===== src/rtl/kg_pkg.sv =====
package kg_pkg;
    localparam int unsigned KEY_W = 16;

    typedef enum logic {
        ST_LOCKED = 1'b0,
        ST_OPEN   = 1'b1
    } lock_st_e;

    typedef struct packed {
        logic wr_lock;
        logic wr_unlock;
        logic wr_prst;
        logic rd_status;
        logic rd_prst;
    } kg_dec_t;
endpackage


===== src/rtl/kg_lock_ctrl.sv =====
module kg_lock_ctrl #(
    parameter int unsigned DATA_W = 32,
    parameter logic [DATA_W-1:0] OPEN_WORD  = 32'h0000_DF0D,
    parameter logic [DATA_W-1:0] CLOSE_WORD = 32'h0000_767B
) (
    input  logic              clk,
    input  logic              rst_n,
    input  logic              wr_lock,
    input  logic              wr_unlock,
    input  logic [DATA_W-1:0] wdata,
    output logic              unlocked
);
    import kg_pkg::*;

    typedef struct packed {
        lock_st_e st;
    } lock_s_t;

    lock_s_t s_d, s_q;

    always_comb begin
        s_d = s_q;
        if (wr_unlock && (wdata == OPEN_WORD)) begin
            s_d.st = ST_OPEN;
        end else if (wr_lock && (wdata == CLOSE_WORD)) begin
            s_d.st = ST_LOCKED;
        end
    end

    always_ff @(posedge clk) begin
        if (!rst_n) begin
            s_q.st <= ST_LOCKED;
        end else begin
            s_q <= s_d;
        end
    end

    assign unlocked = (s_q.st == ST_OPEN);
endmodule


===== src/rtl/kg_rst_bank.sv =====
module kg_rst_bank #(
    parameter int unsigned N_RST = 4
) (
    input  logic             clk,
    input  logic             rst_n,
    input  logic             wr_en,
    input  logic             unlocked,
    input  logic [N_RST-1:0] wbits,
    output logic [N_RST-1:0] rst_bits
);
    typedef struct packed {
        logic [N_RST-1:0] bits;
    } bank_s_t;

    bank_s_t s_d, s_q;

    always_comb begin
        s_d = s_q;
        if (wr_en && unlocked) begin
            s_d.bits = wbits;
        end
    end

    always_ff @(posedge clk) begin
        if (!rst_n) begin
            s_q.bits <= '0;
        end else begin
            s_q <= s_d;
        end
    end

    assign rst_bits = s_q.bits;
endmodule


===== src/rtl/kg_rdmux.sv =====
module kg_rdmux #(
    parameter int unsigned DATA_W = 32,
    parameter int unsigned N_RST  = 4
) (
    input  logic             rd_status,
    input  logic             rd_prst,
    input  logic             unlocked,
    input  logic [N_RST-1:0] rst_bits,
    output logic [DATA_W-1:0] rdata
);
    always_comb begin
        rdata = '0;
        if (rd_status) begin
            rdata[0] = unlocked;
        end else if (rd_prst) begin
            rdata[N_RST-1:0] = rst_bits;
        end
    end
endmodule


===== src/rtl/keyguard_rst.sv =====
module keyguard_rst #(
    parameter int unsigned ADDR_W = 12,
    parameter int unsigned DATA_W = 32,
    parameter int unsigned N_RST  = 4,
    parameter logic [ADDR_W-1:0] OFF_LOCK   = 12'h000,
    parameter logic [ADDR_W-1:0] OFF_UNLOCK = 12'h004,
    parameter logic [ADDR_W-1:0] OFF_STAT   = 12'h008,
    parameter logic [ADDR_W-1:0] OFF_PRST   = 12'h010,
    parameter logic [15:0] OPEN_KEY  = 16'hDF0D,
    parameter logic [15:0] CLOSE_KEY = 16'h767B
) (
    input  logic              clk,
    input  logic              rst_n,
    input  logic              bus_sel,
    input  logic              bus_wr,
    input  logic [ADDR_W-1:0] bus_addr,
    input  logic [DATA_W-1:0] bus_wdata,
    output logic [DATA_W-1:0] bus_rdata,
    output logic [N_RST-1:0]  periph_rst
);
    import kg_pkg::*;

    localparam int unsigned PAD_W = DATA_W - KEY_W;
    localparam logic [DATA_W-1:0] OPEN_WORD  = {{PAD_W{1'b0}}, OPEN_KEY};
    localparam logic [DATA_W-1:0] CLOSE_WORD = {{PAD_W{1'b0}}, CLOSE_KEY};

    kg_dec_t dec;
    logic    unlocked;

    always_comb begin
        dec           = '0;
        dec.wr_lock   = bus_sel &&  bus_wr && (bus_addr == OFF_LOCK);
        dec.wr_unlock = bus_sel &&  bus_wr && (bus_addr == OFF_UNLOCK);
        dec.wr_prst   = bus_sel &&  bus_wr && (bus_addr == OFF_PRST);
        dec.rd_status = bus_sel && !bus_wr && (bus_addr == OFF_STAT);
        dec.rd_prst   = bus_sel && !bus_wr && (bus_addr == OFF_PRST);
    end

    kg_lock_ctrl #(
        .DATA_W    (DATA_W),
        .OPEN_WORD (OPEN_WORD),
        .CLOSE_WORD(CLOSE_WORD)
    ) u_lock (
        .clk      (clk),
        .rst_n    (rst_n),
        .wr_lock  (dec.wr_lock),
        .wr_unlock(dec.wr_unlock),
        .wdata    (bus_wdata),
        .unlocked (unlocked)
    );

    kg_rst_bank #(
        .N_RST(N_RST)
    ) u_bank (
        .clk     (clk),
        .rst_n   (rst_n),
        .wr_en   (dec.wr_prst),
        .unlocked(unlocked),
        .wbits   (bus_wdata[N_RST-1:0]),
        .rst_bits(periph_rst)
    );

    kg_rdmux #(
        .DATA_W(DATA_W),
        .N_RST (N_RST)
    ) u_rd (
        .rd_status(dec.rd_status),
        .rd_prst  (dec.rd_prst),
        .unlocked (unlocked),
        .rst_bits (periph_rst),
        .rdata    (bus_rdata)
    );
endmodule


===== config.mk =====
export PLATFORM = sky130hd
export DESIGN_NAME = keyguard_rst
export DESIGN_NICKNAME = d
export VERILOG_FILES = /design/src/rtl/kg_pkg.sv /design/src/rtl/kg_lock_ctrl.sv /design/src/rtl/kg_rst_bank.sv /design/src/rtl/kg_rdmux.sv /design/src/rtl/keyguard_rst.sv
export SDC_FILE = /design/constraint.sdc
export NUM_CORES = 1
export LEC_CHECK = 0
export ABC_AREA = 1
export BUFFER_PORTS_ARGS = -buffer_cell sky130_fd_sc_hd__buf_2
export CAP_MARGIN = 10
export CORE_MARGIN = 2
export CORE_UTILIZATION = 34
export CTS_CLUSTER_DIAMETER = 120
export DETAILED_ROUTE_END_ITERATION = 8
export HOLD_SLACK_MARGIN = 0.05
export MAX_ROUTING_LAYER = met4
export PLACE_DENSITY = 0.82
export SETUP_SLACK_MARGIN = 0.02
export SYNTH_ARGS = -nofsm -noshare
export SYNTH_HDL_FRONTEND = slang
export SYNTH_HIERARCHICAL = 1
export SYNTH_SLANG_ARGS = --single-unit

===== constraint.sdc =====
create_clock -name clk -period 2.7 [get_ports clk]
set_input_delay 0.27 -clock clk [delete_from_list [all_inputs] [get_ports clk]]
set_output_delay 0.27 -clock clk [all_outputs]
set_load 0.05 [all_outputs]

Yosys cells after proc, flatten, opt, wreduce, memory -nomap -nowiden
Index checks and enable logic that the tools add are counted.
- output and inout port bits: 36
- logic and storage cells: 25
- bits of input ports: 48
- bits in registers: 5
- reductions and logical operators: 13
- eq/ne operators: 5
- mux-type cells: 5
- operators by type and width (kind ; number):
    $eq A32 B15 Y1 const B ; 1
    $eq A32 B16 Y1 const B ; 1
    $eq A12 B3 Y1 const B ; 1
    $eq A12 B4 Y1 const B ; 1
    $eq A12 B5 Y1 const B ; 1
    $logic_not A12 Y1 ; 1
    $logic_and A1 B1 Y1 ; 10
    $mux W4 ; 1
    $mux W1 ; 3
    $mux W3 ; 1
    $reduce_bool A2 Y1 ; 1
    $logic_not A1 Y1 ; 1

Depth between registers and ports, before layout
Gate-level depths: netlist (run 1).
- depth in word-level cells: 5
- mapped depth: 11
- gate-level depth less buffers: 11

By module
Netlist (run 1), hierarchy kept.
- by module, submodules not included (module ; cells an instance ; times used ; seq. area each (um^2) ; area an instance (um^2)):
    kg_rdmux ; 39 ; 1 ; 0.0 ; 252.7
    kg_lock_ctrl ; 50 ; 1 ; 20.0 ; 231.5
    kg_rst_bank ; 25 ; 1 ; 80.1 ; 161.4
    keyguard_rst ; 31 ; 1 ; 0.0 ; 130.1

Worst setup path before layout (run 1)
No wires, ideal clock.
- path type: input-to-output
- start point: in bus_addr[1]
- end point: out bus_rdata[1]
- slack: 0.896 ns
- data required time: 2.430 ns
- arrival time: 1.534 ns
- stages: 7
- path buffers: 0
- path through: nor2_2 -> nand2_1 -> nor2_2 -> nand2_1 -> nor2_1 -> nand2_1 -> nor2_1
- RTL lines (element ; RTL line ; text):
    start: declaration ; keyguard_rst.sv:16 ; input logic [ADDR_W-1:0] bus_addr,
    end: declaration ; keyguard_rst.sv:18 ; output logic [DATA_W-1:0] bus_rdata,

==> results of run 1 <==
## state kept, by name, summed over array words and instances (netlist names)
signal,count
u_lock/unlocked,1
u_bank/rst_bits,4
## worst reg2reg max path, cell delays in order, from the launching register on
cell     delay, ns
dfxtp_1       0.37
nand2_2       0.12
nor2_1        0.11
nor2_1        0.05
## synth_stat cells
library cell,instances
a21oi_2,1
buf_4,28
conb_1,1
dfxtp_1,5
inv_1,19
inv_2,1
nand2_1,33
nand2_2,1
nand3_1,10
nand3_2,1
nand4_1,2
nor2_1,36
nor2_2,3
nor3_1,3
or2_1,1
## final timing paths
check	start	to	slack, ns	cells past startpoint
worst min-delay path	bus_wdata[3]	u_bank/rst_bits[3]	0.28	3
worst max register to register	u_lock/unlocked	u_bank/rst_bits[0]	1.95	3
worst max-delay path	bus_addr[1]	bus_rdata[3]	1.01	9
worst min register to register	u_lock/unlocked	u_lock/unlocked	0.50	2
## through the flow
step | setup slack (ns) | cell area [um2] | util [%] | cells | hold slack [ns]
global placement | 1.02 | 977 | 44.6 | 227 | 0.495
detailed placement | 0.982 | 977 | 44.6 | 227 | 0.500
CTS | 0.979 | 1000 | 45.8 | 231 | 0.287
finish | 1.01 | 1000 | 45.8 | 231 | 0.281
global route | 0.812 | 1000 | 45.8 | 231 | 0.292
floorplan | 0.896 | 877 | - | 172 | 0.390
## kinds of logic (layout without fill, tap and decap cells)
kind of cell	Yosys count	after routing	share of synthesized area (%)
buf+inv	48	79	36.8
compound gates	1	1	1.13
flops	5	5	12.9
simple gates	90	90	48.7
other cells	1	28	0.483
## power by group through the flow
stage | clock network (mW) | registers, mW | logic [mW]
floorplan | 0 | 0.0754 | 0.134
global placement | 0 | 0.0754 | 0.142
detailed placement | 0 | 0.0754 | 0.144
CTS | 0.0897 | 0.0741 | 0.144
global route | 0.0956 | 0.0739 | 0.155
finish | 0.0873 | 0.0741 | 0.144
## cell type report
cell class / count / area [um2] / area share (%)
multi-input combinational: 119 / 492 / 49.0
timing repair buffer: 55 / 275 / 27.4
sequential: 5 / 100 / 9.98
inverter: 20 / 75.1 / 7.48
tap: 28 / 35.0 / 3.49
clock buffer: 4 / 26.3 / 2.62
## per-layer routing
metal / routed length (um) / track usage, % / vias to the layer above
met5: 0 / - / -
met4: 16 / 6.58 / 0
met3: 179 / 1.72 / 2
met2: 823 / 25.0 / 55
met1: 660 / 12.5 / 365
li1: - / - / 495
==> impl_metrics.csv, run 1 <==
group,metric,value,unit
run_status,status,"finished, final reports clean",
pwr,powerDensity,304,nW/um2
setup_path,cp-end-kind,"output pin",
floorplanning,die_w,51.8,um
logic_synthesis,synth_seq_cells,5,
floorplanning,core_area,2190,um2
logic_synthesis,yosys-top-cells-area,"buf_4, nor2_1, nand2_1",
sta,final-hold-violation-count,0,
pwr,design_power_total,305,uW
floorplanning,fp.dieH,51.8,um
setup_path,arrival,1.42,ns
finish,areaGrowthSynthToFinish,29.4,%
finish,antenna_cells,0,
route,drt_iter0_markers,4,
clocking,cts.clk_slew.worst_paths,0.04,ns
floorplanning,dieArea,2680,um2
logic_synthesis,syn_area,776,um2
sta,setup_viol,0,
clocking,cts.repair.resized,0,
sta,finalClockSkew,0.000230,ns
hold_path,hold_class,"input port to register",
floorplanning,num_rows,17,
global_route,track_usage,12.9,%
placed_design,dp_hpwl,1.54,mm
clocking,ctsHoldBuffers,0,
logic_synthesis,ys_seq_area_share,12.9,%
placed_design,gp_congestion,0.723,
sta,setup-tns-final,0,ns
finish,drive_above_1_share,32.0,%
logic_synthesis,synth.avg_cell_area,5.35,um2
setup_path,cp_top_family,"simple AND/OR/NAND/NOR gates",
clocking,cts_tree,"done",
global_route,grt_first_pass_wirelength,2.60,mm
setup_path,cp_slowest_cell,"buf_2",
sta,max_freq,593,MHz
route,dr.pass1.iters,4,
route,drt_wl_total,1.68,mm
sta,rsz0062_at_grt,"false",
placed_design,io_buffers,55,
logic_synthesis,synth_cell_type_count,15,
pwr,p_seq_share,24.3,%
pwr,p_leak,0.620,nW
clocking,cts_buffers,3,
finish,nets,252,
global_route,grt_max_degree,9,
sta,maxSlewViolCount,0,
setup_path,critical_path_buf_inv_count,2,
logic_synthesis,synth.top_cell.area_share,27.1,%
setup_path,critPathKind,"input port to output pin",
logic_synthesis,synth_warnings,6,
setup_path,start_kind,"input port",
pwr,switchingPower,143,uW
sta,fin_crit,1.69,ns
setup_path,worstPathCellList,"buf_2 > nor2_2 > nand2_1 > nor2_2 > nand2_1 > nor2_1 > nand2_1 > nor2_1 > buf_2",
finish,final_common_cell,"buf_2",
clocking,cts.path.max_buffers,2,
global_route,grt_pass1_vias,772,
finish,nFillCells,262,
setup_path,required,2.43,ns
route,drc,0,
floorplanning,pin_count,84,
setup_path,path_max_fanout,4,
sta,period_share,62.5,%
clocking,htreeDepth,1,
setup_path,critPathMaxStageDelay,0.26,ns
pwr,switching_share,47.0,%
clocking,post-cts-setup-buffer-count,0,
clocking,clk_latency,0.24,ns
route,wire_per_inst,7.27,um
finish,layout.cells.most_common_list,"buf_2, nor2_1, nand2_1",
route,ant_nets,0,
logic_synthesis,postSynthCellCount,145,
flow_run,drv_cap,0,
logic_synthesis,synth_top_area_cell,"buf_4",
clocking,clock-root-buffer,"clkbuf_4",
clocking,clkSinkCount,5,
global_route,antenna_found_initial,0,
setup_path,cp_common_cell,"nand2_1",
pwr,internal_power,162,uW
floorplanning,start_util,35.4,%
global_route,grt_overflow_total,0,
pwr,combPwrFrac,47.1,%
route,vias,917,
pwr,peakVddDrop,0.119,mV
pwr,clkPwrFrac,28.6,%
route,vias_per_cell,3.97,
Note: power is estimated with default switching activity, not from simulation.
==> run 2: changes to the inputs <==
- CORE_UTILIZATION: 34 -> 31
- PLACE_DENSITY: 0.82 -> 0.79
- clock period: 2.7 -> 1.5 ns (I/O delays scaled with it)
==> run 2 against run 1 <==
Compared with the run above: register-to-register slack worse by 1.2 ns; clock-buffer cell count stayed put; first-iteration DRC count is 100% higher; sequential cell count stayed put; sequential share of layout area is 0.34 points lower; largest cell class unchanged.
==> impl_metrics.csv, run 2 (synthesis gave the netlist of run 1 again) <==
group,metric,value,unit
clocking,ctsHoldBuffers,0,
global_route,grt_overflow_total,0,
route,ant_nets,0,
floorplanning,die_w,54.0,um
pwr,peakVddDrop,0.235,mV
clocking,cts.repair.resized,0,
setup_path,arrival,1.19,ns
sta,fin_crit,1.34,ns
finish,antenna_cells,0,
placed_design,dp_hpwl,1.58,mm
setup_path,regToRegSetupSlack,0.74,ns
floorplanning,core_area,2430,um2
route,drt_wl_total,1.77,mm
setup_path,path_max_fanout,4,
setup_path,worstPathCellList,"buf_2 > nor2_2 > nand2_1 > nor2_2 > nand2_1 > nor2_4 > nand2_1 > nor2_2 > clkbuf_4",
route,dr.pass1.iters,4,
sta,max_freq,746,MHz
placed_design,dpl_worst_slack,0.0350,ns
clocking,cts_buffers,3,
clocking,clk_latency,0.24,ns
global_route,grt_max_degree,9,
global_route,track_usage,13.7,%
global_route,antenna_found_initial,0,
finish,nets,253,
clocking,post-cts-setup-buffer-count,0,
run_status,status,"finished, final reports clean",
finish,drive_above_1_share,34.3,%
finish,layout.cells.most_common_list,"buf_2, nand2_1, nor2_1",
sta,rsz0062_at_grt,"false",
floorplanning,fp.dieH,54.0,um
sta,setup_ws,0.159,ns
setup_path,cp_slowest_cell,"clkbuf_4",
setup_path,cp_top_family,"simple AND/OR/NAND/NOR gates",
global_route,grt_first_pass_wirelength,2.87,mm
sta,setup-tns-final,0,ns
setup_path,start_kind,"input port",
clocking,clkSinkCount,5,
floorplanning,start_util,31.9,%
floorplanning,dieArea,2920,um2
flow_run,drv_cap,0,
setup_path,critical_path_buf_inv_count,2,
finish,largest_reg_flops,4,
pwr,p_leak,0.621,nW
sta,final-hold-violation-count,0,
hold_path,hold_class,"input port to register",
setup_path,critPathMaxStageDelay,0.22,ns
clocking,cts.clk_slew.worst_paths,0.04,ns
pwr,powerDensity,529,nW/um2
clocking,cts_tree,"done",
sta,period_share,89.4,%
sta,maxSlewViolCount,0,
route,wire_per_inst,7.56,um
clocking,cts.path.max_buffers,2,
setup_path,regToRegStartpoint,"u_lock/unlocked",
clocking,htreeDepth,1,
route,vias_per_cell,3.97,
sta,setup_viol,0,
setup_path,cp-end-kind,"output pin",
finish,areaGrowthSynthToFinish,33.9,%
global_route,grt_pass1_vias,822,
finish,final_common_cell,"buf_2",
floorplanning,num_rows,18,
placed_design,io_buffers,55,
clocking,clock-root-buffer,"clkbuf_4",
hold_path,min_from,"bus_wdata[2]",
setup_path,required,1.35,ns
placed_design,gp_congestion,0.748,
setup_path,startpoint,"bus_addr[1]",
route,vias,929,
setup_path,critPathKind,"input port to output pin",
route,drt_iter0_markers,8,
floorplanning,pin_count,84,
route,drc,0,
sta,finalClockSkew,0.00121,ns
==> run 2: changes by cell type in the layout (fill, tap and decap cells not counted) <==
| cell | before | now |
|---|---|---|
| nor2_1 | 36 | 32 |
| buf_4 | 0 | 1 |
| nor2_2 | 3 | 6 |
| clkbuf_4 | 3 | 7 |
| nor2_4 | 0 | 1 |
| buf_2 | 55 | 51 |
==> run 2: final cells by class <==
class | count | area (um2)
fill | 292 | 1390
multi-input combinational | 119 | 507
timing repair buffer | 56 | 293
sequential | 5 | 100
inverter | 20 | 75.1
tap | 30 | 37.5
clock buffer | 4 | 26.3
==> run 2: report_power, final <==
| part | leakage, nW | total, mW | switching, mW | internal (mW) |
|---|---|---|---|---|
| registers | 0.0402 | 0.133 | 0.00000000000000135 | 0.133 |
| clock network | 0.0150 | 0.157 | 0.0565 | 0.101 |
| logic | 0.566 | 0.259 | 0.202 | 0.0574 |
| total | 0.621 | 0.550 | 0.258 | 0.291 |
==> run 2: path summary, 6_finish.rpt <==
check / depth (start not counted) / to
worst min register to register: 2 / u_lock/unlocked
worst max register to register: 4 / u_bank/rst_bits[0]
worst max-delay path: 9 / bus_rdata[3]
worst min-delay path: 3 / u_bank/rst_bits[2]
==> run 2: stage by stage <==
stage	cells	instance area (um2)	power (mW)	utilization [%]	hold WS, ns
after floorplan	172	885	0.377	-	0.270
after global placement	230	995	0.391	40.9	0.417
after detailed placement	230	995	0.394	40.9	0.423
after CTS	234	1020	0.557	42.0	0.162
after global routing	234	1040	0.587	42.7	0.183
final	234	1040	0.550	42.7	0.172
==> run 2: tightest hold or removal path, cell delays in order <==
cell and delay [ns]:
buf_2 0.10, nor2_1 0.05, nor2_1 0.08
==> run 2: per-layer routing <==
metal | up-vias | GRT usage [%] | part of all wire (%)
li1 | 496 | - | -
met1 | 379 | 12.7 | 35
met2 | 54 | 26.2 | 52
met3 | 0 | 2.22 | 12
met4 | 0 | 7.50 | 0
met5 | - | - | 0
